<file path="src/rtl/sfifo_irq_pkg.sv">
package sfifo_irq_pkg;

    // control byte field positions (the decoder in sfifo_ctl depends on these)
    localparam int CTL_FLUSH_BIT = 7;
    localparam int CTL_MODE_BIT  = 6;
    localparam int CODE_W        = 2;

    // position of the fill count relative to the decoded threshold
    typedef enum logic [1:0] {
        RGN_BELOW = 2'd0,
        RGN_AT    = 2'd1,
        RGN_ABOVE = 2'd2
    } fill_rgn_e;

    typedef struct packed {
        logic              mode;
        logic [CODE_W-1:0] code;
    } ctl_fields_t;

endpackage

</file>
<file path="src/rtl/sfifo_ctl.sv">
module sfifo_ctl
    import sfifo_irq_pkg::*;
#(
    parameter int CTL_W = 8
) (
    input  logic             clk,
    input  logic             rst_n,
    input  logic             wr_i,
    input  logic [CTL_W-1:0] wdata_i,
    output ctl_fields_t      fields_o,
    output logic             flush_o,
    output logic [CTL_W-1:0] rdata_o
);

    ctl_fields_t fields_q;

    always_ff @(posedge clk or negedge rst_n) begin
        if (!rst_n) begin
            fields_q <= '0;
        end else if (wr_i) begin
            fields_q.mode <= wdata_i[CTL_MODE_BIT];
            fields_q.code <= wdata_i[CODE_W-1:0];
        end
    end

    // the flush bit acts as a strobe, it is never stored
    assign flush_o  = wr_i & wdata_i[CTL_FLUSH_BIT];
    assign fields_o = fields_q;

    always_comb begin
        rdata_o                  = '0;
        rdata_o[CTL_MODE_BIT]    = fields_q.mode;
        rdata_o[CODE_W-1:0]      = fields_q.code;
    end

    logic unused_ctl_bits;
    assign unused_ctl_bits = ^wdata_i;

endmodule

</file>
<file path="src/rtl/sfifo_store.sv">
module sfifo_store #(
    parameter int DW    = 8,
    parameter int DEPTH = 4,
    parameter int CW    = $clog2(DEPTH + 1)
) (
    input  logic          clk,
    input  logic          rst_n,
    input  logic          flush_i,
    input  logic          push_i,
    input  logic          pop_i,
    input  logic [DW-1:0] din_i,
    input  logic [CW-1:0] lim_i,
    output logic [DW-1:0] dout_o,
    output logic [CW-1:0] cnt_o,
    output logic [CW-1:0] cnt_nxt_o,
    output logic          push_ok_o,
    output logic          pop_ok_o,
    output logic          full_o,
    output logic          empty_o,
    output logic          ovr_o
);

    localparam int PW = (DEPTH > 1) ? $clog2(DEPTH) : 1;
    localparam logic [PW-1:0] PTR_LAST = PW'(DEPTH - 1);

    logic [DW-1:0] mem_q [DEPTH];
    logic [PW-1:0] wr_ptr_q, rd_ptr_q;
    logic [CW-1:0] cnt_q;
    logic          ovr_q;

    function automatic logic [PW-1:0] ptr_inc(input logic [PW-1:0] p);
        return (p == PTR_LAST) ? '0 : p + 1'b1;
    endfunction

    assign empty_o   = (cnt_q == '0);
    assign full_o    = (cnt_q >= lim_i);
    assign pop_ok_o  = pop_i & ~empty_o & ~flush_i;
    assign push_ok_o = push_i & ~flush_i & (~full_o | pop_ok_o);

    always_comb begin
        if (flush_i) begin
            cnt_nxt_o = '0;
        end else begin
            cnt_nxt_o = cnt_q;
            if (push_ok_o && !pop_ok_o) cnt_nxt_o = cnt_q + 1'b1;
            if (pop_ok_o && !push_ok_o) cnt_nxt_o = cnt_q - 1'b1;
        end
    end

    always_ff @(posedge clk or negedge rst_n) begin
        if (!rst_n) begin
            wr_ptr_q <= '0;
            rd_ptr_q <= '0;
            cnt_q    <= '0;
            ovr_q    <= 1'b0;
        end else begin
            cnt_q <= cnt_nxt_o;
            if (flush_i) begin
                wr_ptr_q <= '0;
                rd_ptr_q <= '0;
                ovr_q    <= 1'b0;
            end else begin
                if (push_ok_o) wr_ptr_q <= ptr_inc(wr_ptr_q);
                if (pop_ok_o)  rd_ptr_q <= ptr_inc(rd_ptr_q);
                if (push_i && !push_ok_o) ovr_q <= 1'b1;
            end
        end
    end

    // one write port per entry, selected by the write pointer
    for (genvar e = 0; e < DEPTH; e++) begin : g_entry
        always_ff @(posedge clk) begin
            if (push_ok_o && wr_ptr_q == PW'(e)) mem_q[e] <= din_i;
        end
    end

    assign dout_o = empty_o ? '0 : mem_q[rd_ptr_q];
    assign cnt_o  = cnt_q;
    assign ovr_o  = ovr_q;

endmodule

</file>
<file path="src/rtl/sfifo_trig.sv">
module sfifo_trig
    import sfifo_irq_pkg::*;
#(
    parameter bit IS_RX = 1'b1,
    parameter int DEPTH = 4,
    parameter int CW    = $clog2(DEPTH + 1)
) (
    input  logic              clk,
    input  logic              rst_n,
    input  logic              duplex_i,
    input  ctl_fields_t       ctl_i,
    input  logic              flush_i,
    input  logic              push_ok_i,
    input  logic              pop_ok_i,
    input  logic [CW-1:0]     cnt_i,
    input  logic [CW-1:0]     cnt_nxt_i,
    output logic              irq_o
);

    localparam logic [CW-1:0] FULL_LVL = CW'(DEPTH);
    localparam logic [CW-1:0] HALF_LVL = CW'(DEPTH / 2);

    logic [CODE_W-1:0] eff_code;
    logic [CW-1:0]     thr;
    fill_rgn_e         rgn_now, rgn_nxt;
    logic              reach, extra, irq_q;

    function automatic fill_rgn_e classify(input logic [CW-1:0] c, input logic [CW-1:0] t);
        if (c < t)       return RGN_BELOW;
        else if (c == t) return RGN_AT;
        else             return RGN_ABOVE;
    endfunction

    always_comb begin
        eff_code = duplex_i ? {1'b0, ctl_i.code[0]} : ctl_i.code;
        unique case (eff_code)
            2'd0:    thr = IS_RX ? (duplex_i ? HALF_LVL : FULL_LVL) : '0;
            2'd1:    thr = CW'(1);
            2'd2:    thr = CW'(2);
            default: thr = CW'(3);
        endcase
        rgn_now = classify(cnt_i, thr);
        rgn_nxt = classify(cnt_nxt_i, thr);
    end

    if (IS_RX) begin : g_rx_rule
        assign reach = (rgn_now == RGN_BELOW) && (rgn_nxt == RGN_AT);
        assign extra = ctl_i.mode && pop_ok_i && (rgn_nxt == RGN_ABOVE);
    end else begin : g_tx_rule
        assign reach = (rgn_now == RGN_ABOVE) && (rgn_nxt == RGN_AT);
        assign extra = ctl_i.mode && push_ok_i && (rgn_nxt == RGN_BELOW);
    end

    always_ff @(posedge clk or negedge rst_n) begin
        if (!rst_n) irq_q <= 1'b0;
        else        irq_q <= ~flush_i & (reach | extra);
    end

    assign irq_o = irq_q;

    logic unused_trig_in;
    assign unused_trig_in = push_ok_i ^ pop_ok_i;

endmodule

</file>
<file path="src/rtl/sfifo_irq_ctrl.sv">
module sfifo_irq_ctrl
    import sfifo_irq_pkg::*;
#(
    parameter int DATA_W = 8,
    parameter int DEPTH  = 4,
    parameter int CTL_W  = 8,
    parameter int CNT_W  = $clog2(DEPTH + 1)
) (
    input  logic              clk,
    input  logic              rst_n,
    input  logic              duplex_i,
    input  logic              ctl_wr_rx_i,
    input  logic              ctl_wr_tx_i,
    input  logic [CTL_W-1:0]  ctl_wdata_i,
    output logic [CTL_W-1:0]  ctl_rx_o,
    output logic [CTL_W-1:0]  ctl_tx_o,
    input  logic              rx_push_i,
    input  logic [DATA_W-1:0] rx_din_i,
    input  logic              rx_pop_i,
    output logic [DATA_W-1:0] rx_dout_o,
    input  logic              tx_push_i,
    input  logic [DATA_W-1:0] tx_din_i,
    input  logic              tx_pop_i,
    output logic [DATA_W-1:0] tx_dout_o,
    output logic              rx_irq_o,
    output logic              tx_irq_o,
    output logic              rx_full_o,
    output logic              rx_empty_o,
    output logic [CNT_W-1:0]  rx_count_o,
    output logic              rx_ovr_o,
    output logic              tx_full_o,
    output logic              tx_empty_o,
    output logic [CNT_W-1:0]  tx_count_o,
    output logic              tx_ovr_o
);

    localparam logic [CNT_W-1:0] LIM_BASE = CNT_W'(DEPTH);
    localparam logic [CNT_W-1:0] LIM_HALF = CNT_W'(DEPTH / 2);

    ctl_fields_t      rx_ctl, tx_ctl;
    logic             rx_flush, tx_flush;
    logic [CNT_W-1:0] rx_lim, rx_nxt, tx_nxt;
    logic             rx_push_ok, rx_pop_ok, tx_push_ok, tx_pop_ok;

    assign rx_lim = duplex_i ? LIM_HALF : LIM_BASE;

    sfifo_ctl #(.CTL_W(CTL_W)) u_rx_ctl (
        .clk(clk), .rst_n(rst_n), .wr_i(ctl_wr_rx_i), .wdata_i(ctl_wdata_i),
        .fields_o(rx_ctl), .flush_o(rx_flush), .rdata_o(ctl_rx_o)
    );

    sfifo_ctl #(.CTL_W(CTL_W)) u_tx_ctl (
        .clk(clk), .rst_n(rst_n), .wr_i(ctl_wr_tx_i), .wdata_i(ctl_wdata_i),
        .fields_o(tx_ctl), .flush_o(tx_flush), .rdata_o(ctl_tx_o)
    );

    sfifo_store #(.DW(DATA_W), .DEPTH(DEPTH), .CW(CNT_W)) u_rx_store (
        .clk(clk), .rst_n(rst_n), .flush_i(rx_flush), .push_i(rx_push_i),
        .pop_i(rx_pop_i), .din_i(rx_din_i), .lim_i(rx_lim), .dout_o(rx_dout_o),
        .cnt_o(rx_count_o), .cnt_nxt_o(rx_nxt), .push_ok_o(rx_push_ok),
        .pop_ok_o(rx_pop_ok), .full_o(rx_full_o), .empty_o(rx_empty_o),
        .ovr_o(rx_ovr_o)
    );

    sfifo_store #(.DW(DATA_W), .DEPTH(DEPTH), .CW(CNT_W)) u_tx_store (
        .clk(clk), .rst_n(rst_n), .flush_i(tx_flush), .push_i(tx_push_i),
        .pop_i(tx_pop_i), .din_i(tx_din_i), .lim_i(LIM_BASE), .dout_o(tx_dout_o),
        .cnt_o(tx_count_o), .cnt_nxt_o(tx_nxt), .push_ok_o(tx_push_ok),
        .pop_ok_o(tx_pop_ok), .full_o(tx_full_o), .empty_o(tx_empty_o),
        .ovr_o(tx_ovr_o)
    );

    sfifo_trig #(.IS_RX(1'b1), .DEPTH(DEPTH), .CW(CNT_W)) u_rx_trig (
        .clk(clk), .rst_n(rst_n), .duplex_i(duplex_i), .ctl_i(rx_ctl),
        .flush_i(rx_flush), .push_ok_i(rx_push_ok), .pop_ok_i(rx_pop_ok),
        .cnt_i(rx_count_o), .cnt_nxt_i(rx_nxt), .irq_o(rx_irq_o)
    );

    sfifo_trig #(.IS_RX(1'b0), .DEPTH(DEPTH), .CW(CNT_W)) u_tx_trig (
        .clk(clk), .rst_n(rst_n), .duplex_i(duplex_i), .ctl_i(tx_ctl),
        .flush_i(tx_flush), .push_ok_i(tx_push_ok), .pop_ok_i(tx_pop_ok),
        .cnt_i(tx_count_o), .cnt_nxt_i(tx_nxt), .irq_o(tx_irq_o)
    );

endmodule

</file>
<file path="config.mk">
export PLATFORM = sky130hd
export DESIGN_NAME = sfifo_irq_ctrl
export DESIGN_NICKNAME = d
export VERILOG_FILES = /design/src/rtl/sfifo_irq_pkg.sv /design/src/rtl/sfifo_ctl.sv /design/src/rtl/sfifo_store.sv /design/src/rtl/sfifo_trig.sv /design/src/rtl/sfifo_irq_ctrl.sv
export SDC_FILE = /design/constraint.sdc
export NUM_CORES = 1
export LEC_CHECK = 0
export ABC_AREA = 1
export ABC_CLOCK_PERIOD_IN_PS = 2600
export BUFFER_PORTS_ARGS = -buffer_cell sky130_fd_sc_hd__buf_2
export CAP_MARGIN = 5
export CORE_AREA = 2 2 91 93
export CTS_CLUSTER_SIZE = 12
export DETAILED_ROUTE_END_ITERATION = 10
export DIE_AREA = 0 0 93 95
export PLACE_DENSITY = 0.79
export SLEW_MARGIN = 20
export SYNTH_ARGS = -nofsm -noshare
export SYNTH_HDL_FRONTEND = slang
export SYNTH_SLANG_ARGS = --single-unit
export TNS_END_PERCENT = 20
</file>
<file path="constraint.sdc">
create_clock -name clk -period 2.6 [get_ports clk]
set_clock_uncertainty 0.15 [all_clocks]
set_input_delay 0.13 -clock clk [delete_from_list [all_inputs] [get_ports clk]]
set_output_delay 0.13 -clock clk [all_outputs]
set_load 0.01 [all_outputs]
</file>
* After elaboration in Yosys (flattened, before gate mapping)
Memories as Yosys holds them, arrays and structs flattened.
Index checks and enable logic that the tools add are counted.
W data, S select, Z words.
** Storage, ports and cells
- RAM bits :: 64
- Output and inout port bits :: 46
- Bits in registers :: 24
- Bits of input ports :: 33
- Word-level logic and storage cells :: 187
- Memories :: 2
** Memory list
- u_rx_store.mem_q :: words 4, bits a word 8, rd ports 1, clocked after memory_dff 0, wr ports 1, RTL line sfifo_store.sv:26 : logic [DW-1:0] mem_q [DEPTH];
- u_tx_store.mem_q :: words 4, bits a word 8, rd ports 1, clocked after memory_dff 0, wr ports 1, RTL line sfifo_store.sv:26
** Cells by class
- Add/subtract/negate cells :: 8
- Equality and inequality tests :: 20
- Muxes and demuxes :: 71
- $lt $le $gt $ge :: 6
- Bitwise gates (word level) :: 22
- Reductions and logical operators :: 44
** Operator list (count)
- $mux W8 :: 8
- $mux W2 :: 28
- $reduce_or A8 Y1 :: 6
- $mux W1 :: 26
- $mux W3 :: 7
- $eq A2 B2 Y1 const B :: 10
- $logic_and A1 B1 Y1 :: 20
- $and A1 B1 Y1 :: 12
- $eq A2 B1 Y1 const B :: 6
- $logic_not A2 Y1 :: 6
- $reduce_bool A2 Y1 :: 6
- $pmux W3 S3 :: 1
- $add A2 B1 Y2 const B :: 4
- $add A3 B1 Y3 const B :: 2
- $eq A3 B2 Y1 :: 2
- $eq A3 B3 Y1 :: 2
- $logic_not A3 Y1 :: 2
- $lt A3 B2 Y1 :: 2
- $lt A3 B3 Y1 :: 2
- $not A1 Y1 :: 6
- $pmux W2 S3 :: 1
- $sub A3 B1 Y3 const B :: 2
- $logic_not A1 Y1 :: 4
- $or A1 B1 Y1 :: 4
- other kinds (2) :: 2

* Logic depth before layout (Yosys ltp)
- Word-level depth :: 17
- Gate-level depth with buffers :: 16
- Depth with buffers taken out :: 16

* Hierarchy
A second synthesis with hierarchy kept.
** Unflattened totals
- Cell total of the unflattened synthesis :: 476
- Area, all modules :: 4581.9 um^2
** Modules (own cells, without submodules)
- sfifo_store at u_rx_store :: cells each 187, times used 1, area an instance 1946.9 um^2
- sfifo_store at u_tx_store :: cells each 181, times used 1, area an instance 1895.6 um^2
- sfifo_ctl :: cells each 24, times used 2, area an instance 183.9 um^2
- sfifo_trig at u_rx_trig :: cells each 29, times used 1, area an instance 191.4 um^2
- sfifo_trig at u_tx_trig :: cells each 28, times used 1, area an instance 168.9 um^2
- sfifo_irq_ctrl :: cells each 3, times used 1, area an instance 11.3 um^2

* Worst setup path before layout
No wires, ideal clock.
- Kind :: flip-flop to flip-flop
- Start :: register u_rx_store.cnt_q[0] (netlist: u_rx_store.cnt_o[0])
- End :: register u_rx_trig.irq_q (netlist: u_rx_trig.irq_o)
- Slack :: 0.352 ns
- Path buffers :: 0
- Data arrival time :: 1.979 ns
- Stages on the path, launching flop included :: 14
- Library setup time :: 0.120 ns
- Cells stage by stage :: dfrtp_1 inv_1 ha_1 nand2_1 nand3_4 nor2_1 nand2_1 a21oi_1 nor2_1 ha_1 a21oi_1 o21ai_0 nand2_1 nor2_1
** On the way
- Cells in the longest elaborated chain, start to end :: 17
- Elaborated cells on any way between the ends :: 33
** RTL lines
- from (decl) :: RTL line sfifo_store.sv:28 : logic [CW-1:0] cnt_q;
- from (signal assigned) :: RTL line sfifo_store.sv:57 : cnt_q <= cnt_nxt_o;
- $logic_not A3 Y1 :: RTL line sfifo_store.sv:35 : assign empty_o = (cnt_q == '0);
- $not A1 Y1 :: RTL line sfifo_store.sv:37 : assign pop_ok_o = pop_i & ~empty_o & ~flush_i;
- $and A1 B1 Y1 (2 in a row) :: RTL line sfifo_store.sv:37
- $or A1 B1 Y1 :: RTL line sfifo_store.sv:38 : assign push_ok_o = push_i & ~flush_i & (~full_o | pop_ok_o);
- $and A1 B1 Y1 :: RTL line sfifo_store.sv:38
- $logic_and A1 B1 Y1 or $logic_not A1 Y1 (tied branches) :: RTL line sfifo_store.sv:45, sfifo_store.sv:46
- $mux W3 or $logic_and A1 B1 Y1 (tied branches) :: RTL line sfifo_store.sv:45, sfifo_store.sv:46
- $mux W3 (*) :: RTL line sfifo_store.sv:46 : if (pop_ok_o && !push_ok_o) cnt_nxt_o = cnt_q - 1'b1;
- $mux W3 (*) :: RTL line sfifo_store.sv:41 : if (flush_i) begin
- net rx_nxt[2] :: RTL line sfifo_irq_ctrl.sv:42 : logic [CNT_W-1:0] rx_lim, rx_nxt, tx_nxt;
- parallel branches: the longest is 2 deep, another holds $lt A3 B3 Y1
- $mux W2 (*) :: RTL line sfifo_trig.sv:29 : if (c < t) return RGN_BELOW;
- $eq A2 B1 Y1 or $eq A2 B2 Y1 (tied branches) :: RTL line sfifo_trig.sv:47, sfifo_trig.sv:48
- $logic_and A1 B1 Y1 (on tied branches) :: RTL line sfifo_trig.sv:47, sfifo_trig.sv:48
- $or A1 B1 Y1 (*) :: RTL line sfifo_trig.sv:56 : else irq_q <= ~flush_i & (reach | extra);
- $and A1 B1 Y1 (*) :: RTL line sfifo_trig.sv:56
- to (signal assigned) :: RTL line sfifo_trig.sv:56
- to (decl) :: RTL line sfifo_trig.sv:26 : logic reach, extra, irq_q;
Mark *: on every way through the listed nets, which the timed path passes.
A chain may end at the register's enable or synchronous reset.

* Worst setup path in the final report
- Start :: register u_rx_store.cnt_q[1] (netlist: u_rx_store.cnt_o[1])
- End :: register u_rx_trig.irq_q (netlist: u_rx_trig.irq_o)
Same word-level chain as after synthesis.

==> results.txt <==
The wire length after detailed routing came out at 8312 um. The final max-slew violation count is 0. The area of the die is 0.008835 mm2. The I/O pin total is 79.

The xor/xnor cell area share of the yosys netlist came out at 0.2040%. Of the total synthesized cell area, the portion taken by AND, OR, NAND and NOR gates is 15.94%. The total clock sinks came out at 88. Once detailed placement completed, the half-perimeter wirelength came to 5714 um.

The required time at the endpoint of the critical path is 2700 ps. The highest clock rate came out at 421.4 MHz. The flop-to-flop setup slack came out at 230 ps. The standby leakage power came out at 0.002315 uW. The number of antenna diodes in the final layout is 0.

The kind of path behind the tightest hold check is input pin to flip-flop. The gate count of the mapped netlist came out at 419. The synthesized netlist devotes 8.159% of its cell area to adder and majority cells.

The critical path is of the flip-flop to flip-flop type. The flow ran to the end, and the final reports show no timing, DRC or antenna violations. The largest individual stage delay along the critical path comes from the cell sky130_fd_sc_hd__dfrtp_1. The final clock period utilization by the worst path is 91.27%.

The initial utilization of the core area, before any placement, comes to 54.17%. The core footprint came out at 0.007928 mm2. The count of flip-flops with a built-in enable after synthesis came out at 64.

The number of fill cells in the layout is 611. After global routing the overflow that remains totals 0. The via count of the first global-routing pass is 3,183.

After synthesis, the largest family of logic cells by area is simple AND/OR/NAND/NOR gates. The category of the worst setup path launch point is a flip-flop. The number of port buffers is 64. The detailed-route DRC error count came out at 0. The number of placement rows came out at 33. The distinct cell type count of the synthesized netlist came out at 32. The maximum number of pins on one net before global-route repair came out at 25.

The global-route wire length before repair came out at 13,730 um. The summed negative setup slack over all endpoints is 0 ps. The number of antenna violations at the first check in global routing came out at 0. The post-synthesis compound-gate area fraction came out at 9.266%. Setup violations remaining at the end of the flow were counted as 0.

The maximum fanout count along the critical path is 7. The synthesis-to-finish area growth is 21.74%. The congestion estimate from routability-driven global placement came to 0.8464. The area used by sequential logic in the layout came out at 0.002522 mm2. The root buffer cell chosen for the clock tree is sky130_fd_sc_hd__clkbuf_8. The cell area power density came out at 960.1 mW/mm2.

Traced cell by cell, the critical path runs through inv_1 > ha_1 > nand2_1 > nand3_4 > nor2_2 > nand2_1 > nand3_1 > nand2_1 > nor2_1 > ha_1 > a21oi_1 > o21ai_0 > nand2_1 > nor2_1. The first-pass detailed-route iteration total is 4. The clock latency reported for the late side of the worst-skew pair is 350 ps. The design draws 5019 uW. The fraction of registers with async set/reset came out at 27.27%. In this design, the stage delay of the slowest critical-path cell is 430 ps. Setup repair after global routing left no endpoint under its margin.

The number of nets in the layout is 584. The netlist area before placement came out at 0.004294 mm2. The number of violations of the max-capacitance limit came out at 0. STA puts the critical path data arrival time at 2480 ps. The floorplan step set the die height to 95 um. TritonCTS built the clock tree.

The detailed router's first-iteration violation count is 106. The warning count from the yosys run is 0. Summing all multi-input logic gate instances after layout gives 0.001516 mm2. In the final routed layout, each cell accounts on average for 13.13 um. For this run, the leading register cell type out of synthesis is sky130_fd_sc_hd__edfxtp_1. The chip width is 93 um. Across all layers, the routed design uses 3,143 vias. The number of endpoints with negative hold slack in the final report came out at 0. The number of H-tree levels is 3. The number of buffers on the longest clock path is 2. The via density per instance is 4.965.

The synthesized flop and latch total is 88. The minimum clock period is 2373 ps. After clock tree synthesis, the clock-pin slew on the worst setup and hold paths is 90 ps. The number of nets still failing antenna checks after routing is 0. The post-synthesis average cell area is 10.25 um2. At the pin with the least slew margin, the transition time is 692.4 ps.

STA classifies the critical path endpoint as a flip-flop. The layout cell share with drive strength beyond 1 is 21.78%. The family with the most delay on the worst path is simple AND/OR/NAND/NOR gates. The total clock buffers created by CTS is 9.

The share of synthesized area spent on multiplexers is 0.7576%. The overall routing resource usage is 20.23%. Among the stages of the critical path, the cell type that occurs most often is sky130_fd_sc_hd__nand2_1. The portion of the post-synthesis area used by sequential elements is 58.74%. The peak supply drop is 0.6368 mV. The max-slew headroom at the worst pin is 53.84%. The count of buffering cells on the critical path with inverters included is 1.
[timing repair]
item	4_1_cts	5_1_grt
hold endpoints to repair	99	0
gates resized for setup	0	2
setup buffers	0	0
hold buffers	31	0
setup endpoints to repair	0	1
[synthesized netlist by cell type (2+ instances only)]
| cell type | instances | area share (%) |
|---|---|---|
| sky130_fd_sc_hd__nor2_1 | 84 | 7.3 |
| sky130_fd_sc_hd__edfxtp_1 | 64 | 45 |
| sky130_fd_sc_hd__o21ai_0 | 43 | 5.0 |
| sky130_fd_sc_hd__inv_1 | 38 | 3.3 |
| sky130_fd_sc_hd__nand2_1 | 38 | 3.3 |
| sky130_fd_sc_hd__ha_1 | 28 | 8.2 |
| sky130_fd_sc_hd__a21oi_1 | 24 | 2.8 |
| sky130_fd_sc_hd__dfrtp_1 | 24 | 14 |
| sky130_fd_sc_hd__nand3_1 | 15 | 1.7 |
| sky130_fd_sc_hd__buf_4 | 10 | 1.7 |
| sky130_fd_sc_hd__inv_2 | 8 | 0.70 |
| sky130_fd_sc_hd__clkbuf_1 | 5 | 0.44 |
| sky130_fd_sc_hd__nand2_2 | 5 | 0.73 |
| sky130_fd_sc_hd__o21ai_1 | 5 | 0.58 |
| sky130_fd_sc_hd__buf_2 | 4 | 0.47 |
| sky130_fd_sc_hd__nand2_4 | 3 | 0.79 |
| sky130_fd_sc_hd__clkinv_1 | 2 | 0.17 |
| sky130_fd_sc_hd__mux2_2 | 2 | 0.52 |
| sky130_fd_sc_hd__nor2_2 | 2 | 0.29 |
| sky130_fd_sc_hd__nor2_4 | 2 | 0.52 |
| sky130_fd_sc_hd__o31ai_1 | 2 | 0.35 |
[tightest hold or removal path: cells and delay by family]
family / cells / cell delay [ps]
buffers and inverters: 1 / 150
and+or+nand+nor: 3 / 220
[path summary, 6_finish.rpt]
check                           cells after the start                                 end                     startpoint
worst min-delay path                                4           u_tx_trig.irq_o$_DFF_PN0_                 ctl_wdata_i[7]
worst max register to register                     14           u_rx_trig.irq_o$_DFF_PN0_  u_rx_store.cnt_o[1]$_DFF_PN0_
worst min register to register                      1        u_rx_store.ovr_o$_DFFE_PN0P_   u_rx_store.ovr_o$_DFFE_PN0P_
min in group asynchronous                           2    u_tx_ctl.fields_o[2]$_DFFE_PN0P_                          rst_n
worst max-delay path                               14           u_rx_trig.irq_o$_DFF_PN0_  u_rx_store.cnt_o[1]$_DFF_PN0_
max in group asynchronous                           2  u_rx_store.rd_ptr_q[1]$_DFFE_PN0P_                          rst_n
[sequential cells by signal, indices dropped and copies added (netlist names), 2 cells and up]
register,count
u_tx_store.cnt_o,3
u_rx_store.cnt_o,3
u_tx_store.mem_q,32
u_rx_store.wr_ptr_q,2
u_rx_store.rd_ptr_q,2
u_tx_store.wr_ptr_q,2
u_tx_store.rd_ptr_q,2
u_tx_ctl.fields_o,3
u_rx_store.mem_q,32
u_rx_ctl.fields_o,3
[cell families after synthesis]
| group | after synthesis |
|---|---|
| adder cells (fa/ha/maj) | 28 |
| XOR/XNOR | 1 |
| AND/OR/NAND/NOR | 154 |
| other | 1 |
| buffers and inverters | 67 |
| multiplexers | 3 |
| flip-flops | 88 |
| AO/OA/AOI/OAI | 77 |
[report_power, final]
part	switching [uW]	internal [uW]
sequential	252	1770
clock	520	367
combinational	1280	827
total	2060	2960
[area by class of cell]
class	count	share of cell area, %
well taps	105	2.513
multi-input cells	273	29.01
clock buffers	9	2.370
inverters	48	3.447
repair buffers	103	13.21
flip-flops and latches	88	48.25
clock inverters	7	1.197
[cell usage in the layout, fill, tap and decap left out]
cell type and count:
sky130_fd_sc_hd__nand2_2 5, sky130_fd_sc_hd__clkinv_1 2, sky130_fd_sc_hd__nand3_2 1, sky130_fd_sc_hd__o21ai_0 43, sky130_fd_sc_hd__o21bai_1 1, sky130_fd_sc_hd__clkinvlp_4 3, sky130_fd_sc_hd__inv_6 2, sky130_fd_sc_hd__nor2_1 82
sky130_fd_sc_hd__o21ai_1 5, sky130_fd_sc_hd__a211oi_1 1, sky130_fd_sc_hd__inv_1 38, sky130_fd_sc_hd__nor3_1 1, sky130_fd_sc_hd__nand3_4 1, sky130_fd_sc_hd__buf_2 64, sky130_fd_sc_hd__conb_1 10, sky130_fd_sc_hd__o21a_1 1
sky130_fd_sc_hd__a21oi_1 24, sky130_fd_sc_hd__ha_1 28, sky130_fd_sc_hd__dlygate4sd3_1 31, sky130_fd_sc_hd__nand4_2 1, sky130_fd_sc_hd__nand3_1 15, sky130_fd_sc_hd__dfrtp_1 24, sky130_fd_sc_hd__xnor2_1 1, sky130_fd_sc_hd__nand4_1 1
sky130_fd_sc_hd__inv_8 2, sky130_fd_sc_hd__buf_4 8, sky130_fd_sc_hd__nand2_1 38, sky130_fd_sc_hd__o31ai_1 2, sky130_fd_sc_hd__inv_2 8, sky130_fd_sc_hd__nor2_4 2, sky130_fd_sc_hd__clkbuf_8 9, sky130_fd_sc_hd__nor2_2 4
sky130_fd_sc_hd__nand2_4 3, sky130_fd_sc_hd__mux2_2 2, sky130_fd_sc_hd__edfxtp_1 64, sky130_fd_sc_hd__mux2i_1 1
[routing by layer]
| layer | vias to the layer above | share of wire [%] | GRT usage [%] |
|---|---|---|---|
| met5 | - | 0 | 0 |
| met4 | 0 | 1.5 | 9.436 |
| met3 | 13 | 3.8 | 3.512 |
| met2 | 69 | 53 | 36.90 |
| met1 | 1473 | 42 | 23.18 |
| li1 | 1588 | - | - |
[per-stage QoR]
step | instances | util (%) | setup slack, ps | area, um2 | hold slack (ps)
CTS | 633 | 65.88 | 174.5 | 5223 | 23.16
detailed placement | 586 | 59.61 | 186.2 | 4726 | 8.917
global placement | 586 | 59.61 | 274.5 | 4726 | -1.158
finish | 633 | 65.94 | 226.9 | 5228 | 34.61
floorplan | 428 | - | 351.5 | 4328 | -315.6
global route | 633 | 65.94 | 4.188 | 5228 | 43.73
(Power assumes the default switching activity.)
